===== config.mk =====
export PLATFORM = sky130hd
export DESIGN_NAME = fir_bitserial
export DESIGN_NICKNAME = d
export VERILOG_FILES = /design/src/rtl/fir_ser_pkg.sv /design/src/rtl/fir_sample_line.sv /design/src/rtl/fir_sp_mult.sv /design/src/rtl/fir_serial_acc.sv /design/src/rtl/fir_bitserial.sv
export SDC_FILE = /design/constraint.sdc
export NUM_CORES = 1
export LEC_CHECK = 0
export CORE_UTILIZATION = 54
export DETAILED_ROUTE_END_ITERATION = 10
export PLACE_DENSITY = 0.76
export SYNTH_ARGS = -nofsm -noshare
export SYNTH_HDL_FRONTEND = slang
export SYNTH_HIERARCHICAL = 1
export SYNTH_SLANG_ARGS = --single-unit

===== constraint.sdc =====
create_clock -name clk -period 2.05 [get_ports clk]
set_input_delay 0.41 -clock clk [delete_from_list [all_inputs] [get_ports clk]]
set_output_delay 0.41 -clock clk [all_outputs]
set_load 0.01 [all_outputs]

===== src/rtl/fir_ser_pkg.sv =====
package fir_ser_pkg;
  typedef enum logic [1:0] {
    ST_IDLE = 2'd0,
    ST_LOAD = 2'd1,
    ST_RUN  = 2'd2
  } fir_state_e;
endpackage


===== src/rtl/fir_sample_line.sv =====
module fir_sample_line #(
  parameter int DATA_W = 8,
  parameter int TAPS   = 4,
  parameter int SEL_W  = 2
) (
  input  logic              clk,
  input  logic              rst_n,
  input  logic              bit_en,
  input  logic              bit_in,
  output logic              sample_done,
  input  logic [SEL_W-1:0]  rd_sel,
  output logic [DATA_W-1:0] rd_data
);
  localparam int CNT_W = (DATA_W > 1) ? $clog2(DATA_W) : 1;
  localparam logic [CNT_W-1:0] LAST_BIT = CNT_W'(DATA_W - 1);

  logic [DATA_W-1:0] asm_q;
  logic [DATA_W-1:0] assembled;
  logic [CNT_W-1:0]  cnt_q;
  logic [DATA_W-1:0] hist_q [TAPS];

  // new bit enters at the top; after DATA_W shifts the first bit sits at bit 0
  assign assembled   = {bit_in, asm_q[DATA_W-1:1]};
  assign sample_done = bit_en && (cnt_q == LAST_BIT);
  assign rd_data     = hist_q[rd_sel];

  always_ff @(posedge clk) begin
    if (!rst_n) begin
      asm_q <= '0;
      cnt_q <= '0;
    end else if (bit_en) begin
      asm_q <= assembled;
      cnt_q <= sample_done ? '0 : cnt_q + 1'b1;
    end
  end

  for (genvar g = 0; g < TAPS; g++) begin : g_hist
    always_ff @(posedge clk) begin
      if (!rst_n) begin
        hist_q[g] <= '0;
      end else if (sample_done) begin
        if (g == 0) hist_q[g] <= assembled;
        else        hist_q[g] <= hist_q[g-1];
      end
    end
  end
endmodule


===== src/rtl/fir_sp_mult.sv =====
module fir_sp_mult #(
  parameter int DATA_W = 8,
  parameter int COEF_W = 8
) (
  input  logic              clk,
  input  logic              rst_n,
  input  logic              load,
  input  logic              step,
  input  logic [DATA_W-1:0] x_par,
  input  logic [COEF_W-1:0] coef,
  output logic              prod_bit
);
  logic [DATA_W-1:0] xs_q;
  logic [COEF_W-1:0] coef_q;
  logic [COEF_W-1:0] part_q;
  logic [COEF_W:0]   sum;

  // partial product plus coefficient gated by the current sample bit
  assign sum      = {1'b0, part_q} + (xs_q[0] ? {1'b0, coef_q} : '0);
  assign prod_bit = sum[0];

  always_ff @(posedge clk) begin
    if (!rst_n) begin
      xs_q   <= '0;
      coef_q <= '0;
      part_q <= '0;
    end else if (load) begin
      xs_q   <= x_par;
      coef_q <= coef;
      part_q <= '0;
    end else if (step) begin
      xs_q   <= xs_q >> 1;
      part_q <= sum[COEF_W:1];
    end
  end
endmodule


===== src/rtl/fir_serial_acc.sv =====
module fir_serial_acc #(
  parameter int ACC_W = 18
) (
  input  logic             clk,
  input  logic             rst_n,
  input  logic             clear_acc,
  input  logic             clear_carry,
  input  logic             step,
  input  logic             add_bit,
  output logic [ACC_W-1:0] acc_next
);
  logic [ACC_W-1:0] acc_q;
  logic             carry_q;
  logic             s_bit;
  logic             c_bit;

  assign s_bit    = acc_q[0] ^ add_bit ^ carry_q;
  assign c_bit    = (acc_q[0] & add_bit) | (acc_q[0] & carry_q) | (add_bit & carry_q);
  assign acc_next = {s_bit, acc_q[ACC_W-1:1]};

  always_ff @(posedge clk) begin
    if (!rst_n) begin
      acc_q   <= '0;
      carry_q <= 1'b0;
    end else begin
      if (clear_acc)   acc_q <= '0;
      else if (step)   acc_q <= acc_next;
      if (clear_carry) carry_q <= 1'b0;
      else if (step)   carry_q <= c_bit;
    end
  end
endmodule


===== src/rtl/fir_bitserial.sv =====
module fir_bitserial #(
  parameter int DATA_W = 8,
  parameter int COEF_W = 8,
  parameter int TAPS   = 4
) (
  input  logic                                          clk,
  input  logic                                          rst_n,
  input  logic                                          s_valid,
  output logic                                          s_ready,
  input  logic                                          s_bit,
  input  logic                                          coef_we,
  input  logic [$clog2(TAPS)-1:0]                       coef_sel,
  input  logic [COEF_W-1:0]                             coef_wdata,
  output logic                                          y_valid,
  output logic [DATA_W+COEF_W+$clog2(TAPS)-1:0]         y
);
  import fir_ser_pkg::*;

  localparam int SEL_W = $clog2(TAPS);
  localparam int ACC_W = DATA_W + COEF_W + SEL_W;
  localparam int CYC_W = $clog2(ACC_W);
  localparam logic [CYC_W-1:0] LAST_CYC = CYC_W'(ACC_W - 1);
  localparam logic [SEL_W-1:0] OLDEST   = SEL_W'(TAPS - 1);

  fir_state_e        state_q;
  logic [SEL_W-1:0]  tap_q;
  logic [CYC_W-1:0]  cyc_q;
  logic [COEF_W-1:0] coef_q [TAPS];
  logic              bit_en;
  logic              sample_done;
  logic [DATA_W-1:0] tap_sample;
  logic              prod_bit;
  logic              do_load;
  logic              do_step;
  logic [ACC_W-1:0]  acc_next;

  assign s_ready = (state_q == ST_IDLE);
  assign bit_en  = s_valid && s_ready;
  assign do_load = (state_q == ST_LOAD);
  assign do_step = (state_q == ST_RUN);

  fir_sample_line #(.DATA_W(DATA_W), .TAPS(TAPS), .SEL_W(SEL_W)) u_line (
    .clk(clk), .rst_n(rst_n), .bit_en(bit_en), .bit_in(s_bit),
    .sample_done(sample_done), .rd_sel(tap_q), .rd_data(tap_sample)
  );

  fir_sp_mult #(.DATA_W(DATA_W), .COEF_W(COEF_W)) u_mult (
    .clk(clk), .rst_n(rst_n), .load(do_load), .step(do_step),
    .x_par(tap_sample), .coef(coef_q[tap_q]), .prod_bit(prod_bit)
  );

  fir_serial_acc #(.ACC_W(ACC_W)) u_acc (
    .clk(clk), .rst_n(rst_n), .clear_acc(sample_done), .clear_carry(do_load),
    .step(do_step), .add_bit(prod_bit), .acc_next(acc_next)
  );

  for (genvar g = 0; g < TAPS; g++) begin : g_coef
    always_ff @(posedge clk) begin
      if (!rst_n)                                  coef_q[g] <= '0;
      else if (coef_we && coef_sel == SEL_W'(g))   coef_q[g] <= coef_wdata;
    end
  end

  always_ff @(posedge clk) begin
    if (!rst_n) begin
      state_q <= ST_IDLE;
      tap_q   <= '0;
      cyc_q   <= '0;
      y_valid <= 1'b0;
      y       <= '0;
    end else begin
      y_valid <= 1'b0;
      unique case (state_q)
        ST_IDLE: begin
          if (sample_done) begin
            state_q <= ST_LOAD;
            tap_q   <= OLDEST;
          end
        end
        ST_LOAD: begin
          cyc_q   <= '0;
          state_q <= ST_RUN;
        end
        ST_RUN: begin
          cyc_q <= cyc_q + 1'b1;
          if (cyc_q == LAST_CYC) begin
            if (tap_q == '0) begin
              state_q <= ST_IDLE;
              y       <= acc_next;
              y_valid <= 1'b1;
            end else begin
              tap_q   <= tap_q - 1'b1;
              state_q <= ST_LOAD;
            end
          end
        end
        default: state_q <= ST_IDLE;
      endcase
    end
  end
endmodule


# Word level (Yosys, flattened, before mapping)
# Memory sizes are Yosys's and may differ from the RTL's. A register that Yosys moved wholly into a read port is not among the register bits.
# Cells that the tools add are included.
dict set report op_classes {
  addsub 4
  n_eq_ne 10
  muxes 40
  bitwise 16
  n_reduce_logical 18
}
# operator count
set op_table {}
lappend op_table {{$mux 8} 11}
lappend op_table {{$mux 1} 18}
lappend op_table {{$mux 2} 7}
lappend op_table {{$or 1x1->1} 10}
lappend op_table {{$pmux 5 s2} 1}
lappend op_table {{$add 8x9->9} 1}
lappend op_table {{$eq 2x2->1 const B} 3}
lappend op_table {{$logic_and 1x1->1} 6}
lappend op_table {{$logic_not 2->1} 3}
lappend op_table {{$pmux 2 s3} 1}
lappend op_table {{$reduce_and 3->1} 2}
lappend op_table {{$add 5x1->5 const B} 1}
lappend op_table {{$eq 5x5->1 const B} 1}
lappend op_table {{$eq 2x1->1 const B} 2}
lappend op_table {{$ne 2x1->1 const B} 2}
lappend op_table {{$pmux 2 s2} 1}
lappend op_table {{$reduce_and 4->1} 1}
lappend op_table {{$reduce_bool 2->1} 2}
lappend op_table {{$reduce_or 2->1} 2}
lappend op_table {{$add 3x1->3 const B} 1}
lappend op_table {{$and 1x1->1} 3}
lappend op_table {{$eq 3x3->1 const B} 1}
lappend op_table {{$mux 3} 1}
lappend op_table {{$ne 2x2->1 const B} 1}
lappend op_table {{5 further kinds} 6}
dict set report totals {
  ff_bits 74
  mem_bits_rw 64
  output_inout_bits 20
  wordCells 101
  memories 2
}
# name depth width rd rd_ports_with_merged_regs wr line
set memory_table {}
lappend memory_table {coef_q 4 8 1 1 4 fir_bitserial.sv:28} ;# logic [COEF_W-1:0] coef_q [TAPS];
lappend memory_table {u_line.hist_q 4 8 4 1 4 fir_sample_line.sv:20} ;# logic [DATA_W-1:0] hist_q [TAPS];

# Depth between registers and ports, before layout
# Gate-level depths: netlist of run 1.
dict set report logic_depth {
  depth_word 7
  mapped_depth 8
}

# Modules after synthesis
# The synthesis of run 1 kept the hierarchy.
# mod n_inst cells_each area_each_um2 seq_area_each_um2
set by_module_without_submodules {}
lappend by_module_without_submodules {fir_bitserial 1 239 2839.0 1561.5}
lappend by_module_without_submodules {fir_sample_line 1 116 1779.2 1161.1}
lappend by_module_without_submodules {fir_sp_mult 1 149 1350.0 480.5}
lappend by_module_without_submodules {fir_serial_acc 1 81 850.8 380.4}

# Worst setup path after synthesis of run 1
# Ideal clock, no wire load.
dict set report synth_path {
  path_kind {register to register}
  from {register state_q[0]}
  to {memory u_line.hist_q[0][0], enable pin}
  setup_ns 0.394
  arrival_ns 1.838
  slack_ns -0.182
  stages_incl_launch_ff 6
  path_buffers 0
  synth_period_minus_slack_ns 2.232
  cell_sequence {dfxtp_1 inv_1 ha_1 and2_1 and2_1 nand2b_1}
}
# element line
set synth_lines {}
lappend synth_lines {{start: declaration} fir_bitserial.sv:25} ;# fir_state_e state_q;
lappend synth_lines {{start signal: assignment} fir_bitserial.sv:66} ;# state_q <= ST_IDLE;
lappend synth_lines {{start signal: assignment} fir_bitserial.sv:76} ;# state_q <= ST_LOAD;
lappend synth_lines {{start signal: assignment} fir_bitserial.sv:82} ;# state_q <= ST_RUN;
lappend synth_lines {{end: declaration} fir_sample_line.sv:20}

# Worst setup path after layout of run 1
dict set report layout_path {
  from {register u_mult.coef_q[0] (read register of coef_q)}
  to {register u_mult.part_q[5]}
}
dict set report layout_via {
  elab_chain_len 2
}
# element line
set layout_rtl {}
lappend layout_rtl {{start: declaration} fir_sp_mult.sv:14} ;# logic [COEF_W-1:0] coef_q;
lappend layout_rtl {{$mux 8} fir_sp_mult.sv:19} ;# assign sum = {1'b0, part_q} + (xs_q[0] ? {1'b0, coef_q} : '0);
lappend layout_rtl {{$add 8x9->9} fir_sp_mult.sv:19}
lappend layout_rtl {{end signal: assignment} fir_sp_mult.sv:33} ;# part_q <= sum[COEF_W:1];
lappend layout_rtl {{end: declaration} fir_sp_mult.sv:15} ;# logic [COEF_W-1:0] part_q;
# Every way passes these cells.
# A chain may end at the register's enable or synchronous reset.

==> flow_metrics.py, run 1 <==
metrics = {
    "status": {
        "status": "finished clean",
    },
    "timing": {
        "clock.fmax_mhz": 515,
        "fin_tns_setup_ns": 0,
        "post-route-period-util_pct": 94.7,
        "fin_ws_ns": 0.109,
        "finalClockSkew_ns": 0.0143,
        "rsz0062_at_grt": "no",
        "worst_hold_slack_ns": 0.481,
        "setup_violations": 0,
        "slew_headroom_pct": 65.1,
        "timing.final.crit_period_ns": 1.94,
        "tightest_slew_ns": 0.522,
        "maxSlewViolCount": 0,
        "hold_viol": 0,
    },
    "placement": {
        "dpl_worst_slack_ns": -0.0933,
        "portBuffers": 34,
        "placed_cell_area_um2": 7230,
        "placed_cells": 763,
        "gp_congestion": 0.798,
        "dp_hpwl_um": 8590,
    },
    "synthesis": {
        "synthArstFlopShare_pct": 0,
        "ys_seq_elements": 147,
        "synth_cell_types": 55,
        "yosysWarnings": 6,
        "yosysTopAreaCell": "edfxtp_1",
        "synth_edf_count": 64,
        "yosys-top-cells-area": "edfxtp_1, dfxtp_1, and2_1",
        "ys_seq_area_share_pct": 52.6,
        "syn-cell-area_um2": 6820,
        "syn_inst": 585,
        "synthFlopType": "dfxtp_1",
        "synth_nets": 619,
        "syn_area_per_cell_um2": 11.7,
        "synth.top_cell.area_share_pct": 28.2,
    },
    "pwr": {
        "power.density_nw_per_um2": 786,
        "ir_drop_uv": 616,
        "cellLeakagePower_nw": 2.80,
    },
    "setup_path": {
        "slowest_delay_ns": 0.38,
        "end_kind": "flop",
        "crit_type": "flop to flop",
        "crit_path_start_kind": "flop",
        "worstPathArrival_ns": 2.25,
        "slowest_stage": "fa_2",
        "worst-path-max-fanout": 3,
        "required_ns": 2.36,
        "cp_cell_sequence": "and2_1, ha_1, fa_2, a211o_1, a21oi_1, o21ai_0, a41o_1",
    },
    "detailed_routing": {
        "dr.first_iter.drc_count": 210,
        "vias_per_cell": 5.41,
        "wl_per_cell_um": 15.6,
        "first_pass_iters": 4,
        "drc": 0,
        "postRouteAntennaNets": 0,
        "finalWirelength_um": 12400,
        "vias": 4297,
    },
    "min_path": {
        "hp-class": "flop to flop",
    },
    "flow_run": {
        "maxCapViolations": 0,
    },
    "cts": {
        "root_buffer": "clkbuf_16",
        "clkTransAtPathRegs_ns": 0.06,
        "tritoncts": "built",
        "cts.sinks": 147,
        "numCtsBuffers": 17,
        "post_cts_buffers": 0,
        "clk_path_buf_depth": 2,
        "htreeDepth": 4,
        "clk_latency_ns": 0.42,
        "cts_hold_buf": 0,
    },
    "global_route": {
        "grt_max_degree": 33,
        "top_usage_layer": "met2",
        "grt_first_pass_wirelength_um": 20600,
        "grt-ovfl-total": 0,
        "track_usage_pct": 20.5,
        "grt_use_met1_pct": 25.1,
        "grt_pass1_vias": 4286,
        "grtUsageMet2_pct": 35.6,
        "grt.met3_usage_pct": 4.92,
        "antenna_found_initial": 0,
    },
    "cells_and_area": {
        "area_growth_pct": 13.8,
        "nNetsFinal": 648,
        "final_area_um2": 7760,
        "layoutNonFillerInstCount": 795,
        "drive_gt1_share_pct": 12.3,
        "antenna_cells": 0,
    },
    "die": {
        "die_width_um": 114,
        "initial_core_util_pct": 56.1,
        "die_h_um": 114,
        "die-area_um2": 13100,
        "ios": 35,
        "core_area_um2": 12200,
        "num_rows": 40,
    },
}
==> final timing paths <==
kind | from | to | slack [ns] | cells past startpoint
max | u_mult/coef_q[0] | u_mult/part_q[5] | 0.11 | 7
min | y[6] | y[6] | 0.48 | 2
max reg2reg | u_mult/coef_q[0] | u_mult/part_q[5] | 0.11 | 7
min reg2reg | y[6] | y[6] | 0.48 | 2
==> cells in the mapped netlist, drive strengths merged, types with 11 or more instances <==
master  number
and2        83
dfxtp       83
edfxtp      64
mux2i       46
buf         42
nor2        40
o21ai       38
nand3       24
nand2       19
a21boi      18
ha          17
mux4        16
nor2b       14
a21oi       12
nand2b      11
==> final cells by class <==
type | instances | area [um^2]
sequential | 147 | 3580
tap | 168 | 210
timing repair buffer | 58 | 557
inverter | 10 | 37.5
fill | 936 | 4400
clock buffer | 27 | 497
multi-input combinational | 380 | 2850
clock inverter | 5 | 27.5
==> registers in the layout (all words and copies together) (netlist names), named ones only <==
name and count:
coef_q 32, cyc_q 5, state_q 2, tap_q 2
u_acc/acc_q 18, u_acc/carry_q 1, u_line/asm_q 7, u_line/cnt_q 3
u_line/hist_q 32, u_mult/coef_q 8, u_mult/part_q 8, u_mult/xs_q 8
y 18, y_valid 1
==> critical path, delay by kind of cell, from the launching register on <==
family                   cells  cell delay, ns
adder cells (fa/ha/maj)      2            0.59
AND/OR/NAND/NOR              1            0.15
AO/OA/AOI/OAI                4            0.79
flip-flops                   1            0.31
==> metal layers <==
metal  up-vias  wire [um]  part of all wire (%)
li1       2118          -                     -
met1      2110       5510                    45
met2        59       6370                    51
met3        10        371                   3.0
met4         0        135                   1.1
met5         -          0                     0
==> logic make-up after synthesis <==
family | Yosys count | share of synthesized area, %
mux | 63 | 12.2
simple gates | 209 | 17.4
fa+ha+maj | 19 | 3.71
compound gates | 85 | 7.78
xor+xnor | 4 | 0.514
flops | 147 | 52.6
buf+inv | 58 | 5.87
==> metrics by stage <==
step / utilization [%] / total power [mW]
finish: 63.8 / 6.10
global route: 63.8 / 6.30
CTS: 63.8 / 6.17
detailed placement: 59.4 / 3.43
global placement: 59.4 / 3.42
floorplan: - / 3.32
==> report_power, final <==
group,switching [mW],internal [mW],total [mW]
clock,1.09,1.65,2.73
sequential,0.0255,3.13,3.16
combinational,0.107,0.104,0.211
total,1.22,4.88,6.10
==> timing repair <==
action / CTS / global route
resized for setup: 2 / 2
cloned: 0 / 0
setup endpoints to repair: 1 / 32
==> placed cells by master, fill, tap and decap left out, types with 9 or more instances in the layout <==
master,n
a21boi_1,10
nand2_1,19
inv_1,9
buf_4,21
edfxtp_1,64
a21oi_1,11
nand2b_1,10
and2_1,83
clkbuf_16,17
dfxtp_1,83
clkdlybuf4s50_1,33
nand3_1,24
o21ai_0,30
nor2_1,40
ha_1,15
mux4_2,16
nor2b_1,13
mux2i_1,46
Power figures use the tool's default switching activity.
==> inputs of run 2 (changes only) <==
--- a/config.mk
+++ b/config.mk
@@ -8,6 +8,7 @@
 export CORE_UTILIZATION = 54
 export DETAILED_ROUTE_END_ITERATION = 10
 export PLACE_DENSITY = 0.76
+export SETUP_SLACK_MARGIN = 0.02
 export SYNTH_ARGS = -nofsm -noshare
 export SYNTH_HDL_FRONTEND = slang
 export SYNTH_HIERARCHICAL = 1
==> results of run 2 <==
Same layout as run 1: the final DEF is identical, and so are final timing and power.
==> inputs of run 3 (changes only) <==
--- a/config.mk
+++ b/config.mk
@@ -5,9 +5,11 @@
 export SDC_FILE = /design/constraint.sdc
 export NUM_CORES = 1
 export LEC_CHECK = 0
-export CORE_UTILIZATION = 54
+export CELL_PAD_IN_SITES_DETAIL_PLACEMENT = 1
+export CELL_PAD_IN_SITES_GLOBAL_PLACEMENT = 2
+export CORE_UTILIZATION = 37
 export DETAILED_ROUTE_END_ITERATION = 10
-export PLACE_DENSITY = 0.76
+export PLACE_DENSITY_LB_ADDON = 0.1
 export SETUP_SLACK_MARGIN = 0.02
 export SYNTH_ARGS = -nofsm -noshare
 export SYNTH_HDL_FRONTEND = slang
==> flow_metrics.py, run 3 (same netlist as run 1, synthesis figures left out) <==
metrics = {
    "status": {
        "status": "finished clean",
    },
    "cells_and_area": {
        "antenna_cells": 0,
        "nNetsFinal": 652,
        "final_cell_mix": "and2_1, dfxtp_1, edfxtp_1, mux2i_1, nor2_1",
        "drive_gt1_share_pct": 13.6,
        "reg_top3": "coef_q (32), u_line/hist_q (32)",
        "area_growth_pct": 16.6,
    },
    "die": {
        "num_rows": 49,
        "die_h_um": 138,
        "die-area_um2": 19000,
        "die_width_um": 138,
        "core_area_um2": 18000,
        "ios": 35,
        "initial_core_util_pct": 37.8,
    },
    "setup_path": {
        "crit_type": "flop to flop",
        "worst-path-max-fanout": 3,
        "end_kind": "flop",
        "crit_path_start_kind": "flop",
        "worstPathArrival_ns": 2.22,
        "timing.rr.start": "u_mult/coef_q[0]",
        "required_ns": 2.36,
        "startpoint": "u_mult/coef_q[0]",
        "cp_cell_sequence": "and2_1, ha_1, fa_2, a211o_1, a21oi_1, o21ai_0, a41o_1",
        "slowest_stage": "fa_2",
        "slowest_delay_ns": 0.38,
    },
    "cts": {
        "clk_path_buf_depth": 2,
        "clkTransAtPathRegs_ns": 0.06,
        "htreeDepth": 4,
        "numCtsBuffers": 17,
        "clk_latency_ns": 0.42,
        "root_buffer": "clkbuf_16",
        "cts_hold_buf": 0,
        "cts.sinks": 147,
        "tritoncts": "built",
    },
    "timing": {
        "clock.fmax_mhz": 524,
        "setup_violations": 0,
        "finalClockSkew_ns": 0.00571,
        "rsz0062_at_grt": "no",
        "maxSlewViolCount": 0,
        "timing.final.crit_period_ns": 1.91,
        "tightest_slew_ns": 0.405,
        "post-route-period-util_pct": 93.1,
        "fin_tns_setup_ns": 0,
        "slew_headroom_pct": 73.0,
        "hold_viol": 0,
    },
    "detailed_routing": {
        "first_pass_iters": 4,
        "vias_per_cell": 5.05,
        "drc": 0,
        "wl_per_cell_um": 16.8,
        "vias": 4344,
        "finalWirelength_um": 14500,
        "postRouteAntennaNets": 0,
        "dr.first_iter.drc_count": 238,
    },
    "pwr": {
        "power.total_mw": 6.50,
        "power.density_nw_per_um2": 818,
        "ir_drop_uv": 588,
        "p_sw_mw": 1.38,
        "swShare_pct": 21.2,
        "cellLeakagePower_nw": 2.87,
        "p_clk_share_pct": 48.1,
        "comb_power_share_pct": 3.3,
        "p_seq_share_pct": 48.5,
        "cellInternalPower_mw": 5.12,
    },
    "global_route": {
        "grt_pass1_vias": 4717,
        "grt_max_degree": 33,
        "antenna_found_initial": 0,
        "track_usage_pct": 17.0,
        "grt_first_pass_wirelength_um": 24100,
        "grt-ovfl-total": 0,
    },
    "min_path": {
        "hp-class": "primary input to flop",
        "min_from": "rst_n",
    },
    "placement": {
        "portBuffers": 34,
        "dp_hpwl_um": 9910,
        "gp_congestion": 0.771,
    },
    "flow_run": {
        "maxCapViolations": 0,
    },
}
[run 3: cell type report]
| type | count | area, um^2 |
|---|---|---|
| clock buffers | 22 | 508 |
| clock inverters | 10 | 90.1 |
| fillers | 1931 | 10100 |
| inverters | 10 | 37.5 |
| multi-input cells | 380 | 2850 |
| flip-flops and latches | 147 | 3580 |
| well taps | 229 | 287 |
| repair buffers | 62 | 594 |
[run 3: final timing paths]
path,end,slack [ns],cells past startpoint
max,u_mult/part_q[5],0.14,7
min,u_mult/coef_q[6],0.46,2
max reg2reg,u_mult/part_q[5],0.14,7
min reg2reg,u_mult/part_q[2],0.48,2
[run 3: routing by layer]
layer  vias up  routed length [um]  GRT usage [%]  part of all wire [%]
li1       2115                   -              -                     -
met1      2160                6460           20.3                    45
met2        53                7310           28.9                    50
met3        16                 517           5.19                   3.6
met4         0                 187           5.80                   1.3
met5         -                   0              0                     0
[run 3: power groups by stage]
stage	Sequential (mW)	Clock [mW]	Combinational [mW]
finish	3.15	3.13	0.217
global route	3.16	3.36	0.238
CTS	3.15	3.24	0.222
detailed placement	3.22	0	0.221
global placement	3.21	0	0.215
floorplan	3.21	0	0.115
[run 3: per-stage QoR]
step / utilization [%] / instance area [um^2] / cells / hold slack [ns] / worst slack [ns]
floorplan: - / 6820 / 585 / 0.450 / 0.159
global placement: 40.7 / 7340 / 828 / 0.462 / 0.121
detailed placement: 40.7 / 7340 / 828 / 0.470 / 0.0685
CTS: 44.1 / 7940 / 860 / 0.443 / 0.0533
global route: 44.1 / 7950 / 860 / 0.460 / 0.0363
finish: 44.1 / 7950 / 860 / 0.461 / 0.142
[run 3: timing repair]
action	4_1_cts	5_1_grt
hold endpoints to repair	0	0
setup buffers	0	0
gates resized for setup	2	2
pin swaps	0	0
endpoints found under the setup margin	1	2
[run 3: worst max-delay path: cells and delay by family, from the launching register on]
| family | cells | cell delay (ns) |
|---|---|---|
| AO/OA/AOI/OAI | 4 | 0.76 |
| flip-flops | 1 | 0.31 |
| AND/OR/NAND/NOR | 1 | 0.15 |
| adder cells (fa/ha/maj) | 2 | 0.59 |
